`config.mk`:
```
export PLATFORM = sky130hd
export DESIGN_NAME = ffmt_detect
export DESIGN_NICKNAME = d
export VERILOG_FILES = /design/src/rtl/ffmt_pkg.sv /design/src/rtl/ffmt_axis_cmp.sv /design/src/rtl/ffmt_debounce.sv /design/src/rtl/ffmt_source.sv /design/src/rtl/ffmt_detect.sv
export SDC_FILE = /design/constraint.sdc
export NUM_CORES = 1
export LEC_CHECK = 0
export BUFFER_PORTS_ARGS = -buffer_cell sky130_fd_sc_hd__buf_2
export CORE_ASPECT_RATIO = 1.5
export CORE_UTILIZATION = 56
export CTS_CLUSTER_SIZE = 30
export DETAILED_ROUTE_END_ITERATION = 8
export GPL_TIMING_DRIVEN = 1
export PLACE_DENSITY = 0.86
export SYNTH_ARGS = -nofsm -noshare
export SYNTH_HDL_FRONTEND = slang
export SYNTH_HIERARCHICAL = 1
export SYNTH_SLANG_ARGS = --single-unit
export TNS_END_PERCENT = 10
```
`constraint.sdc`:
```
create_clock -name clk -period 6.2 [get_ports clk]
set_clock_uncertainty 0.2 [all_clocks]
set_input_delay 0.62 -clock clk [delete_from_list [all_inputs] [get_ports clk]]
set_output_delay 0.62 -clock clk [all_outputs]
set_load 0.005 [all_outputs]
```
`src/rtl/ffmt_pkg.sv`:
```
package ffmt_pkg;
  localparam int NUM_AXES = 3;
  typedef enum logic {MODE_FREEFALL = 1'b0, MODE_MOTION = 1'b1} mode_e;
endpackage

```
`src/rtl/ffmt_axis_cmp.sv`:
```
module ffmt_axis_cmp #(
  parameter int DATA_W    = 12,
  parameter int THR_W     = 7,
  parameter int THR_SHIFT = 6
) (
  input  logic [DATA_W-1:0] sample,
  input  logic [THR_W-1:0]  thresh,
  output logic              above,
  output logic              below,
  output logic              sign
);
  localparam int MAG_W = DATA_W + 1;
  localparam int LIM_W = THR_W + THR_SHIFT;
  localparam int CMP_W = ((MAG_W > LIM_W) ? MAG_W : LIM_W) + 1;

  logic [MAG_W-1:0] ext;
  logic [MAG_W-1:0] mag;
  logic [CMP_W-1:0] mag_c;
  logic [CMP_W-1:0] lim_c;

  always_comb begin
    ext   = {sample[DATA_W-1], sample};
    mag   = sample[DATA_W-1] ? (MAG_W'(0) - ext) : ext;
    mag_c = CMP_W'(mag);
    lim_c = CMP_W'({thresh, {THR_SHIFT{1'b0}}});
    above = mag_c > lim_c;
    below = mag_c < lim_c;
    sign  = sample[DATA_W-1];
  end
endmodule

```
`src/rtl/ffmt_debounce.sv`:
```
module ffmt_debounce #(
  parameter int CNT_W = 8
) (
  input  logic             clk,
  input  logic             rst_n,
  input  logic             valid,
  input  logic             cond,
  input  logic [CNT_W-1:0] dbnc,
  output logic             reach,
  output logic             qual_nx
);
  localparam logic [CNT_W-1:0] CNT_MAX = {CNT_W{1'b1}};

  logic [CNT_W-1:0] cnt_q, cnt_d;
  logic [CNT_W:0]   cnt_inc;
  logic [CNT_W:0]   need;

  always_comb begin
    cnt_inc = {1'b0, cnt_q} + 1'b1;
    need    = (dbnc == '0) ? (CNT_W+1)'(1) : {1'b0, dbnc};
    qual_nx = cond && (cnt_inc >= need);
    reach   = valid && cond && (cnt_inc == need);
    cnt_d   = cnt_q;
    if (valid) begin
      if (!cond)               cnt_d = '0;
      else if (cnt_q != CNT_MAX) cnt_d = cnt_inc[CNT_W-1:0];
    end
  end

  always_ff @(posedge clk or negedge rst_n) begin
    if (!rst_n)     cnt_q <= '0;
    else if (valid) cnt_q <= cnt_d;
  end

  AST_CNT_RESTART: assert property (@(posedge clk) disable iff (!rst_n)
    (valid && !cond) |=> (cnt_q == '0));
  AST_CNT_IDLE: assert property (@(posedge clk) disable iff (!rst_n)
    !valid |=> $stable(cnt_q));
  AST_CNT_SATURATE: assert property (@(posedge clk) disable iff (!rst_n)
    (valid && cond && cnt_q == CNT_MAX) |=> (cnt_q == CNT_MAX));
endmodule

```
`src/rtl/ffmt_source.sv`:
```
module ffmt_source #(
  parameter int NAX = 3
) (
  input  logic           clk,
  input  logic           rst_n,
  input  logic           valid,
  input  logic           reach,
  input  logic           qual_nx,
  input  logic           latch,
  input  logic           rd,
  input  logic [NAX-1:0] hit_in,
  input  logic [NAX-1:0] neg_in,
  output logic           evt,
  output logic [NAX-1:0] hit,
  output logic [NAX-1:0] neg
);
  logic           evt_d;
  logic [NAX-1:0] hit_d, neg_d;
  logic           upd;

  always_comb begin
    evt_d = evt;
    hit_d = hit;
    neg_d = neg;
    if (reach) begin
      evt_d = 1'b1;
      hit_d = hit_in;
      neg_d = neg_in;
    end else if (latch ? rd : (valid && !qual_nx)) begin
      evt_d = 1'b0;
      hit_d = '0;
      neg_d = '0;
    end
    upd = reach || rd || valid;
  end

  always_ff @(posedge clk or negedge rst_n) begin
    if (!rst_n) begin
      evt <= 1'b0;
      hit <= '0;
      neg <= '0;
    end else if (upd) begin
      evt <= evt_d;
      hit <= hit_d;
      neg <= neg_d;
    end
  end

  AST_LATCH_HOLD: assert property (@(posedge clk) disable iff (!rst_n)
    (latch && evt && !rd && !reach) |=> evt);
  AST_REACH_SETS: assert property (@(posedge clk) disable iff (!rst_n)
    reach |=> evt);
  AST_NEG_IN_HIT: assert property (@(posedge clk) disable iff (!rst_n)
    reach |-> ((neg_in & ~hit_in) == '0));
endmodule

```
`src/rtl/ffmt_detect.sv`:
```
module ffmt_detect #(
  parameter int DATA_W    = 12,
  parameter int THR_W     = 7,
  parameter int THR_SHIFT = 6,
  parameter int CNT_W     = 8
) (
  input  logic              clk,
  input  logic              rst_n,
  input  logic              smp_valid,
  input  logic [DATA_W-1:0] smp_x,
  input  logic [DATA_W-1:0] smp_y,
  input  logic [DATA_W-1:0] smp_z,
  input  logic              cfg_motion,
  input  logic [2:0]        cfg_axis_en,
  input  logic              cfg_latch,
  input  logic [THR_W-1:0]  cfg_thresh,
  input  logic [CNT_W-1:0]  cfg_dbnc,
  input  logic              src_read,
  output logic              evt_flag,
  output logic [2:0]        axis_hit,
  output logic [2:0]        axis_neg,
  output logic              irq
);
  import ffmt_pkg::*;

  logic [NUM_AXES-1:0][DATA_W-1:0] smp_all;
  logic [NUM_AXES-1:0] above, below, sgn;
  logic [NUM_AXES-1:0] hit_in, neg_in;
  logic                cond, reach, qual_nx;
  mode_e               mode;

  assign smp_all = {smp_z, smp_y, smp_x};

  for (genvar a = 0; a < NUM_AXES; a++) begin : g_axis
    ffmt_axis_cmp #(
      .DATA_W(DATA_W), .THR_W(THR_W), .THR_SHIFT(THR_SHIFT)
    ) u_cmp (
      .sample(smp_all[a]),
      .thresh(cfg_thresh),
      .above (above[a]),
      .below (below[a]),
      .sign  (sgn[a])
    );
  end

  always_comb begin
    mode = cfg_motion ? MODE_MOTION : MODE_FREEFALL;
    if (mode == MODE_MOTION) begin
      hit_in = above & cfg_axis_en;
      cond   = |hit_in;
    end else begin
      hit_in = cfg_axis_en;
      cond   = (|cfg_axis_en) && (&(below | ~cfg_axis_en));
    end
    neg_in = hit_in & sgn;
  end

  ffmt_debounce #(.CNT_W(CNT_W)) u_dbnc (
    .clk    (clk),
    .rst_n  (rst_n),
    .valid  (smp_valid),
    .cond   (cond),
    .dbnc   (cfg_dbnc),
    .reach  (reach),
    .qual_nx(qual_nx)
  );

  ffmt_source #(.NAX(NUM_AXES)) u_src (
    .clk    (clk),
    .rst_n  (rst_n),
    .valid  (smp_valid),
    .reach  (reach),
    .qual_nx(qual_nx),
    .latch  (cfg_latch),
    .rd     (src_read),
    .hit_in (hit_in),
    .neg_in (neg_in),
    .evt    (evt_flag),
    .hit    (axis_hit),
    .neg    (axis_neg)
  );

  assign irq = evt_flag;

  AST_NOLATCH_DROP: assert property (@(posedge clk) disable iff (!rst_n)
    (smp_valid && !cfg_latch && !cond) |=> !evt_flag);
  AST_NO_AXES_NO_EVT: assert property (@(posedge clk) disable iff (!rst_n)
    (smp_valid && cfg_axis_en == 3'b000) |-> !reach);
  AST_HIT_ENABLED: assert property (@(posedge clk) disable iff (!rst_n)
    reach |-> ((hit_in & ~cfg_axis_en) == 3'b000));
endmodule

```
==> impl_metrics.yaml, run 1 <==
yosys:
  ys_ff_latch: 15
  syn-num-nets: 349
  syn-cell-area_mm2: 0.002163
  synth_cell_types: 46
  syn_area_per_cell_um2: 8.353
  yosysTopAreaCell: "dfrtp_1"
  synth_top_area_share_pct: 17.35
  synth_cells: 259
  yosys-top-cells-count: "inv_1, ha_1, nand2_1"
  async_flop_share_pct: 100.0
  synth_top_family_by_area: "compound AO/OA/AOI/OAI gates"
  yosysWarnings: 6
  muxShareOfSynthArea_pct: 0
  synth_fa_ha_area_share_pct: 17.35
  synth_edf_count: 0
  synth-compound-area-share_pct: 23.37
  synth_xor_area_share_pct: 8.502
  post-synth-top-count-cell: "inv_1"
  synth-simple-area-share_pct: 22.15
  synth_flop_cell: "dfrtp_1"
  ys_seq_area_share_pct: 17.35
  synthTopCellsByArea: "dfrtp_1, ha_1, o41ai_2"
place:
  dp.cells: 362
  numPortBuffers: 67
  gp_congestion: 0.8870
  place_hpwl_mm: 4.100
floorplanning:
  rows: 27
  die_h_um: 78.12
  initial_utilization_pct: 58.75
  core_mm2: 0.003682
  ios: 68
  fp.dieW_um: 52.75
  dieArea_mm2: 0.004121
worst_setup_path:
  crit_buf_inv: 2
  path_delay_family: "compound AO/OA/AOI/OAI gates"
  crit_slowest_cell: "o41ai_2"
  arrival_ns: 4.29
  crit_top_cell: "a21oi_1"
  reg2reg_to: "u_src/evt"
  cpPeakStageDelay_ns: 0.63
  endpoint_kind: "register"
  crit_start: "smp_x[5]"
  reg2reg_depth: 10
  crit-reg2reg-launch: "u_dbnc/cnt_q[0]"
  path_max_fanout: 14
  ff2ff_setup_slack_ns: 3.09
  cp-endpoint: "u_dbnc/cnt_q[6]"
  critPathRequiredTime_ns: 6.14
  path_cells: "buf_2 > nor4_2 > nand3b_2 > o21ai_0 > xnor2_1 > ha_1 > a21oi_1 > a21oi_1 > nor3_1 > o22ai_1 > o41ai_2 > inv_1 > o31ai_4 > nor2_1 > a22o_2"
  critical_path_class: "in2reg"
  cp.depth: 15
  cp-start-kind: "input port"
routing:
  avgRoutedWirePerCell_um: 13.17
  drt_wl_total_mm: 4.819
  firstDrtPassIters: 4
  drcViolationCount: 0
  via_count: 2068
  vias_per_cell: 5.650
  first_iter_violations: 63
  final_antenna_net_count: 0
power:
  ir_worst_vdd_v: 0.0001146
  power.leakage_nw: 1.324
  p_per_area_mw_per_mm2: 122.8
  total_power_w: 0.0003114
clocking:
  clkLatencyLatePin_ns: 0.25
  post_cts_buffers: 0
  clock-sinks: 15
  clock-root-buffer: "clkbuf_8"
  h-tree-depth: 1
  ctsLongestPathBuffers: 2
  clkTransAtPathRegs_ns: 0.06
  ctsResizeCount: 0
  cts_tree: "done"
  cts_hold_buf: 0
  cts_buffers: 3
sta:
  maxSlewViolCount: 0
  fmax_ghz: 0.2300
  hold_viol_final: 0
  period_share_pct: 70.12
  min_period_ns: 4.348
  slew_headroom_pct: 58.00
  grt_setup_unrepaired: "no"
  setup-violations-final: 0
  setup_tns_ns: 0
  worstMarginPinSlew_ns: 0.6233
  hold_slack_ns: 0.07081
global_route:
  gr-usage-all-layers_pct: 25.61
  antenna_found_initial: 0
  grt-ovfl-total: 0
  grt_pass1_vias: 2088
  grt_start_max_net_pins: 16
  grt_pass1_wl_mm: 8.183
layout:
  finalNonFillerCells: 366
  seqCellArea_um2: 375.4
  syn2layout_area_growth_pct: 17.24
  fin_nets: 414
  fillers: 293
  multi_input_area_mm2: 0.001562
  layout-drive-gt1-share_pct: 30.34
  diodes: 0
outcome:
  status: "completed"
flow_run:
  cap_violations: 0
min_path:
  hold_class: "in2async"
power breakdown:
group          switching (W)  internal (W)
combinational      0.0000683     0.0000562
sequential        0.00000614      0.000101
clock              0.0000342     0.0000455
total               0.000109      0.000203
sequential cells by signal, indices dropped and copies added (netlist names):
name          count
u_src/hit         3
u_src/neg         3
u_src/evt         1
u_dbnc/cnt_q      8
layer usage:
metal | vias up | wire length, µm | GRT usage [%]
met5 | - | 0 | 0
met4 | 0 | 210 | 11.84
met3 | 21 | 218 | 2.907
met2 | 75 | 2590 | 48.73
met1 | 925 | 1799 | 26.04
li1 | 1047 | - | -
per-stage QoR:
stage	utilization, %	worst slack (ns)	cell area [µm²]
CTS	68.88	1.862	2536
detailed placement	67.65	1.666	2491
global route	68.88	1.422	2536
finish	68.88	1.852	2536
floorplan	-	1.967	2163
global placement	67.65	1.742	2491
cell usage in the layout, fill, tap and decap left out, drive strengths merged, types with 2 or more instances in the layout:
| cell | n |
|---|---|
| o31ai | 7 |
| conb | 3 |
| nand4 | 8 |
| nor4 | 7 |
| nand3b | 6 |
| and2 | 4 |
| nor3 | 4 |
| xor2 | 6 |
| clkbuf | 4 |
| inv | 42 |
| a22o | 3 |
| a21oi | 14 |
| buf | 68 |
| nand3 | 8 |
| xnor2 | 15 |
| dfrtp | 15 |
| nand2 | 24 |
| ha | 30 |
| nor2 | 14 |
| o21ai | 11 |
| a41oi | 2 |
| or4 | 2 |
| o41ai | 11 |
kinds of logic (layout without fill, tap and decap cells):
family / count (synthesis) / in the layout
buffers and inverters: 50 / 114
adders and majority gates: 30 / 30
and+or+nand+nor: 84 / 84
other: 3 / 3
AOI/OAI and AO/OA: 56 / 56
DFF: 15 / 15
xor gates and xnor gates: 21 / 21
worst min-delay path by stage:
stage	slack (ns)	end	start
3_3_place_gp	0.33	u_src/neg[2]	u_src/neg[2]
3_5_place_dp	0.34	u_src/neg[1]	u_src/neg[1]
2_1_floorplan	0.12	u_dbnc/cnt_q[0]	rst_n
6_report	0.07	u_src/hit[0]	rst_n
4_1_cts	0.08	u_dbnc/cnt_q[5]	rst_n
5_1_grt	0.08	u_src/hit[0]	rst_n
area by class of cell:
type                       instances  area share (%)
clock buffer                       4           1.776
inverter                          42           6.216
multi-input combinational        194           61.57
sequential                        15           14.80
tap                               43           2.121
timing repair buffer              68           13.52
Note: power is estimated with default switching activity, not from simulation.
==> run 2, diff against run 1 <==
Settings changed: CORE_UTILIZATION 56 to 52, PLACE_DENSITY 0.86 to 0.81.
Clock period 6.2 ns to 4.3 ns, I/O delays scaled along.
==> run 2 against run 1 <==
Effect of this change: non-clock buffer count grew 3; clock-buffer cell count unchanged; wire length up 3.6%; critical endpoint is now u_src/evt; largest cell class unchanged; final area grew 1.1%; setup slack worse by 1.4 ns; worst hold slack better by 0.27 ns; sequential share of layout area down 0.16 points; via count rose by 2.5%; die area up 7.4%; sequential cell count stayed put.
==> impl_metrics.yaml, run 2 (synthesis gave the netlist of run 1 again) <==
outcome:
  status: "completed"
clocking:
  cts_tree: "done"
  post_cts_buffers: 0
  clock-sinks: 15
  clkLatencyLatePin_ns: 0.26
  h-tree-depth: 1
  ctsLongestPathBuffers: 2
  cts_hold_buf: 1
  clock-root-buffer: "clkbuf_8"
  cts_buffers: 3
  clkTransAtPathRegs_ns: 0.06
  ctsResizeCount: 0
global_route:
  grt_start_max_net_pins: 16
  grt_pass1_vias: 1995
  antenna_found_initial: 0
  gr-usage-all-layers_pct: 24.10
  grt-ovfl-total: 0
  grt_pass1_wl_mm: 7.914
routing:
  via_count: 2120
  avgRoutedWirePerCell_um: 13.45
  first_iter_violations: 58
  final_antenna_net_count: 0
  firstDrtPassIters: 5
  vias_per_cell: 5.714
  drcViolationCount: 0
  drt_wl_total_mm: 4.991
layout:
  fillers: 368
  fin_nets: 417
  multi_input_area_mm2: 0.001562
  largest_reg_flops: 8
  max_flop_register: "u_dbnc/cnt_q"
  finalNonFillerCells: 371
  fin_util_pct: 64.76
  top_regs: "u_dbnc/cnt_q: 8 flops, u_src/hit: 3 flops, u_src/neg: 3 flops"
  syn2layout_area_growth_pct: 18.51
  final_common_cell: "buf_2"
  seqCellArea_um2: 375.4
  final_cell_mix: "buf_2, inv_1, ha_1"
  layout-drive-gt1-share_pct: 30.67
  diodes: 0
sta:
  setup-violations-final: 0
  hold_viol_final: 0
  grt_setup_unrepaired: "no"
  period_share_pct: 90.33
  min_period_ns: 3.884
  fmax_ghz: 0.2575
  maxSlewViolCount: 0
  setup_tns_ns: 0
place:
  dp.cells: 366
  gp_congestion: 0.8501
  place_hpwl_mm: 4.275
  numPortBuffers: 67
worst_setup_path:
  crit_slowest_cell: "or4_1"
  path_cells: "buf_2 > or4_1 > o41ai_4 > xnor2_1 > ha_1 > a211oi_1 > nor2_1 > o32a_1 > a222oi_1 > or2b_1 > o41ai_2 > inv_1 > a21oi_1 > nor3b_4 > o31ai_1"
  crit_buf_inv: 2
  path_delay_family: "compound AO/OA/AOI/OAI gates"
  cp-start-kind: "input port"
  arrival_ns: 3.81
  critPathRequiredTime_ns: 4.22
  crit-reg2reg-launch: "u_dbnc/cnt_q[0]"
  critical_path_class: "in2reg"
  endpoint_kind: "register"
  crit_start: "smp_z[7]"
  path_max_fanout: 7
  cpPeakStageDelay_ns: 0.63
floorplanning:
  dieArea_mm2: 0.004428
  rows: 28
  initial_utilization_pct: 54.65
  core_mm2: 0.003959
  fp.dieW_um: 54.67
  ios: 68
  die_h_um: 81.00
power:
  p_per_area_mw_per_mm2: 179.1
  ir_worst_vdd_v: 0.0002159
  power.leakage_nw: 1.338
min_path:
  hold_class: "reg2reg"
  min_from: "u_src/hit[1]"
flow_run:
  cap_violations: 0
run 2: metrics by stage:
stage,hold slack [ns],cell area [µm²],power [W],setup WS (ns)
after floorplan,-0.06559,2163,0.0002695,0.2567
after global placement,0.1533,2509,0.0003325,0.2666
after detailed placement,0.1513,2509,0.0003401,0.1518
after CTS,0.3470,2564,0.0004633,0.4198
after global routing,0.3679,2564,0.0004911,0.2172
final,0.3432,2564,0.0004592,0.4158
run 2: cell type report:
| class | count | share of cell area, % |
|---|---|---|
| sequential | 15 | 14.64 |
| clock buffer | 4 | 1.757 |
| timing repair buffer | 71 | 14.35 |
| tap | 45 | 2.196 |
| multi-input combinational | 194 | 60.91 |
| inverter | 42 | 6.149 |
run 2: worst paths after layout:
path / to / slack [ns] / depth (start not counted)
max reg2reg: u_src/evt / 1.09 / 10
max in group asynchronous: u_src/neg[2] / 3.25 / 2
min reg2reg: u_src/hit[1] / 0.34 / 2
min in group asynchronous: u_src/neg[0] / 0.40 / 2
min: u_src/hit[1] / 0.34 / 2
max: u_src/evt / 0.42 / 15
run 2: metal layers:
metal	routed length [µm]	up-vias	track usage (%)
met1	1837	995	22.74
met3	194	17	3.184
met5	0	-	0
met4	195	0	14.36
met2	2763	55	45.66
li1	-	1053	-
run 2: power by group:
part | switching, W | internal [W] | leakage [nW]
combinational | 0.000101 | 0.0000838 | 1.11
sequential | 0.00000803 | 0.000146 | 0.208
clock | 0.0000546 | 0.0000660 | 0.0228
run 2: worst register-to-register path: stages (launching register included):
cell and delay [ns]:
dfrtp_1 0.48, ha_1 0.31, nand3_1 0.12, xnor2_1 0.29, ha_1 0.32, o211ai_1 0.18, a21oi_1 0.06, o31ai_1 0.34
a21oi_1 0.17, nor3b_4 0.45, o31ai_1 0.15
==> run 3, diff against run 2 <==
Settings changed: CORE_UTILIZATION 52 to 56, PLACE_DENSITY 0.81 to 0.86, REMOVE_ABC_BUFFERS set to 1.
Clock period 4.3 ns to 5 ns, I/O delays scaled along.
==> run 3 against run 2 <==
Effect of this change: combinational power is 15% lower; register-to-register slack better by 0.87 ns; clock-buffer cell count down 1; total power shrank 15%; sequential power fell by 14%; first-iteration DRC count up 26%; cell count shrank 1.1%; die area fell by 6.9%; sequential cell count did not move; sequential share of layout area rose by 0.094 points; critical path type unchanged.
==> impl_metrics.yaml, run 3 (synthesis gave the netlist of run 1 again) <==
outcome:
  status: "completed"
routing:
  drcViolationCount: 0
  drt_wl_total_mm: 5.013
  avgRoutedWirePerCell_um: 13.66
  vias_per_cell: 5.681
  firstDrtPassIters: 4
  first_iter_violations: 73
  via_count: 2085
  final_antenna_net_count: 0
floorplanning:
  core_mm2: 0.003682
  dieArea_mm2: 0.004121
  fp.dieW_um: 52.75
  die_h_um: 78.12
  initial_utilization_pct: 58.75
  ios: 68
  rows: 27
place:
  gp_congestion: 0.8727
  numPortBuffers: 67
  dp.cells: 362
  place_hpwl_mm: 4.279
min_path:
  min_delay_worst_endpoint: "u_src/neg[2]"
  hold_depth: 2
  min_from: "u_src/neg[2]"
  hold_class: "reg2reg"
power:
  power.leakage_nw: 1.331
  p_clk_share_pct: 25.4
  p_comb_share_pct: 40.7
  p_per_area_mw_per_mm2: 152.9
  p_int_w: 0.0002514
  ir_worst_vdd_v: 0.0001417
  total_power_w: 0.0003896
  p_switching_w: 0.0001382
  seqPwrFrac_pct: 33.9
  swShare_pct: 35.47
layout:
  final_cell_mix: "buf_2, inv_1, ha_1"
  fin_nets: 415
  largest_reg_flops: 8
  layout-drive-gt1-share_pct: 30.56
  finalNonFillerCells: 367
  fillers: 306
  fin_util_pct: 69.18
  max_flop_register: "u_dbnc/cnt_q"
  diodes: 0
  final_common_cell: "buf_2"
  top_regs: "u_dbnc/cnt_q: 8 flops, u_src/hit: 3 flops, u_src/neg: 3 flops"
  syn2layout_area_growth_pct: 17.76
worst_setup_path:
  reg2reg_depth: 10
  crit-reg2reg-launch: "u_dbnc/cnt_q[0]"
  path_max_fanout: 14
  cp-start-kind: "input port"
  arrival_ns: 4.34
  path_delay_family: "compound AO/OA/AOI/OAI gates"
  crit_slowest_cell: "o41ai_2"
  cpPeakStageDelay_ns: 0.66
  endpoint_kind: "register"
  critical_path_class: "in2reg"
  path_cells: "buf_2 > nor4_2 > nand3b_2 > o21ai_0 > xnor2_1 > ha_1 > a21oi_1 > a21oi_1 > nor3_1 > o22ai_1 > o41ai_2 > inv_1 > o31ai_4 > nor2_1 > a22o_2"
  ff2ff_setup_slack_ns: 1.96
  reg2reg_to: "u_src/evt"
  crit_top_cell: "a21oi_1"
  critPathRequiredTime_ns: 4.94
  crit_buf_inv: 2
sta:
  setup-violations-final: 0
  hold_viol_final: 0
  setup_tns_ns: 0
  min_period_ns: 4.403
  worstMarginPinSlew_ns: 0.6575
  grt_setup_unrepaired: "no"
  period_share_pct: 88.06
  slew_headroom_pct: 55.69
  maxSlewViolCount: 0
  fmax_ghz: 0.2271
global_route:
  gr-usage-all-layers_pct: 25.64
  antenna_found_initial: 0
  grt_pass1_vias: 1929
  grt-ovfl-total: 0
  grt_pass1_wl_mm: 8.079
  met3_usage_pct: 3.101
  grt_use_met2_pct: 48.99
  use_met1_pct: 26.39
  grt_start_max_net_pins: 16
  grt_most_used_layer: "met2"
clocking:
  clkTransAtPathRegs_ns: 0.06
  clkLatencyLatePin_ns: 0.25
  h-tree-depth: 1
  clock-sinks: 15
  clock-root-buffer: "clkbuf_8"
  cts_buffers: 3
  cts_tree: "done"
  ctsLongestPathBuffers: 2
flow_run:
  cap_violations: 0
run 3: through the flow:
step                cell area (µm²)  hold slack (ns)  worst slack, ns
floorplan                      2088         0.004409           0.2897
CTS                            2547           0.3542           0.6154
global route                   2547           0.3824           0.2581
finish                         2547           0.3497           0.5969
detailed placement             2491           0.2219           0.3875
global placement               2491           0.2144           0.6714
run 3: worst min-delay path, stage by stage, from the launching register on:
cell     delay, ns
dfrtp_1       0.37
inv_1         0.07
o41ai_2       0.07
run 3: power groups by stage:
stage          registers (W)   logic, W  clock network, W
4_1_cts             0.000132   0.000158          0.000101
3_3_place_gp        0.000134   0.000148                 0
3_5_place_dp        0.000134   0.000156                 0
2_1_floorplan       0.000132  0.0000956                 0
5_1_grt             0.000133   0.000179          0.000105
6_report            0.000132   0.000158         0.0000989
run 3: how the worst max path moves through the flow:
stage | startpoint | end | slack [ns] | cells after the start
floorplan | smp_z[5] | u_src/hit[0] | 0.29 | 12
global placement | smp_x[5] | u_dbnc/cnt_q[6] | 0.67 | 15
detailed placement | smp_x[5] | u_dbnc/cnt_q[7] | 0.39 | 15
CTS | smp_x[5] | u_dbnc/cnt_q[7] | 0.62 | 15
global route | smp_x[5] | u_dbnc/cnt_q[7] | 0.26 | 15
finish | smp_x[5] | u_dbnc/cnt_q[7] | 0.60 | 15
run 3: layout make-up:
class	count	area [µm²]	area share [%]
Tap cell	43	53.80	2.112
Timing Repair Buffer	69	352.8	13.85
Clock buffer	3	41.29	1.621
Clock inverter	1	5.005	0.1965
Multi-Input combinational cell	194	1562	61.30
Sequential cell	15	375.4	14.73
Inverter	42	157.7	6.189
run 3: layer usage:
layer / share of wire [%] / routed length (µm)
met1: 36 / 1818
met4: 2.5 / 124
met5: 0 / 0
met2: 57 / 2851
met3: 4.3 / 218
run 3: timing repair:
action	in CTS	in global routing
endpoints found under the hold margin	15	0
resized for setup	0	0
hold buffers	1	0
setup buffers	0	0
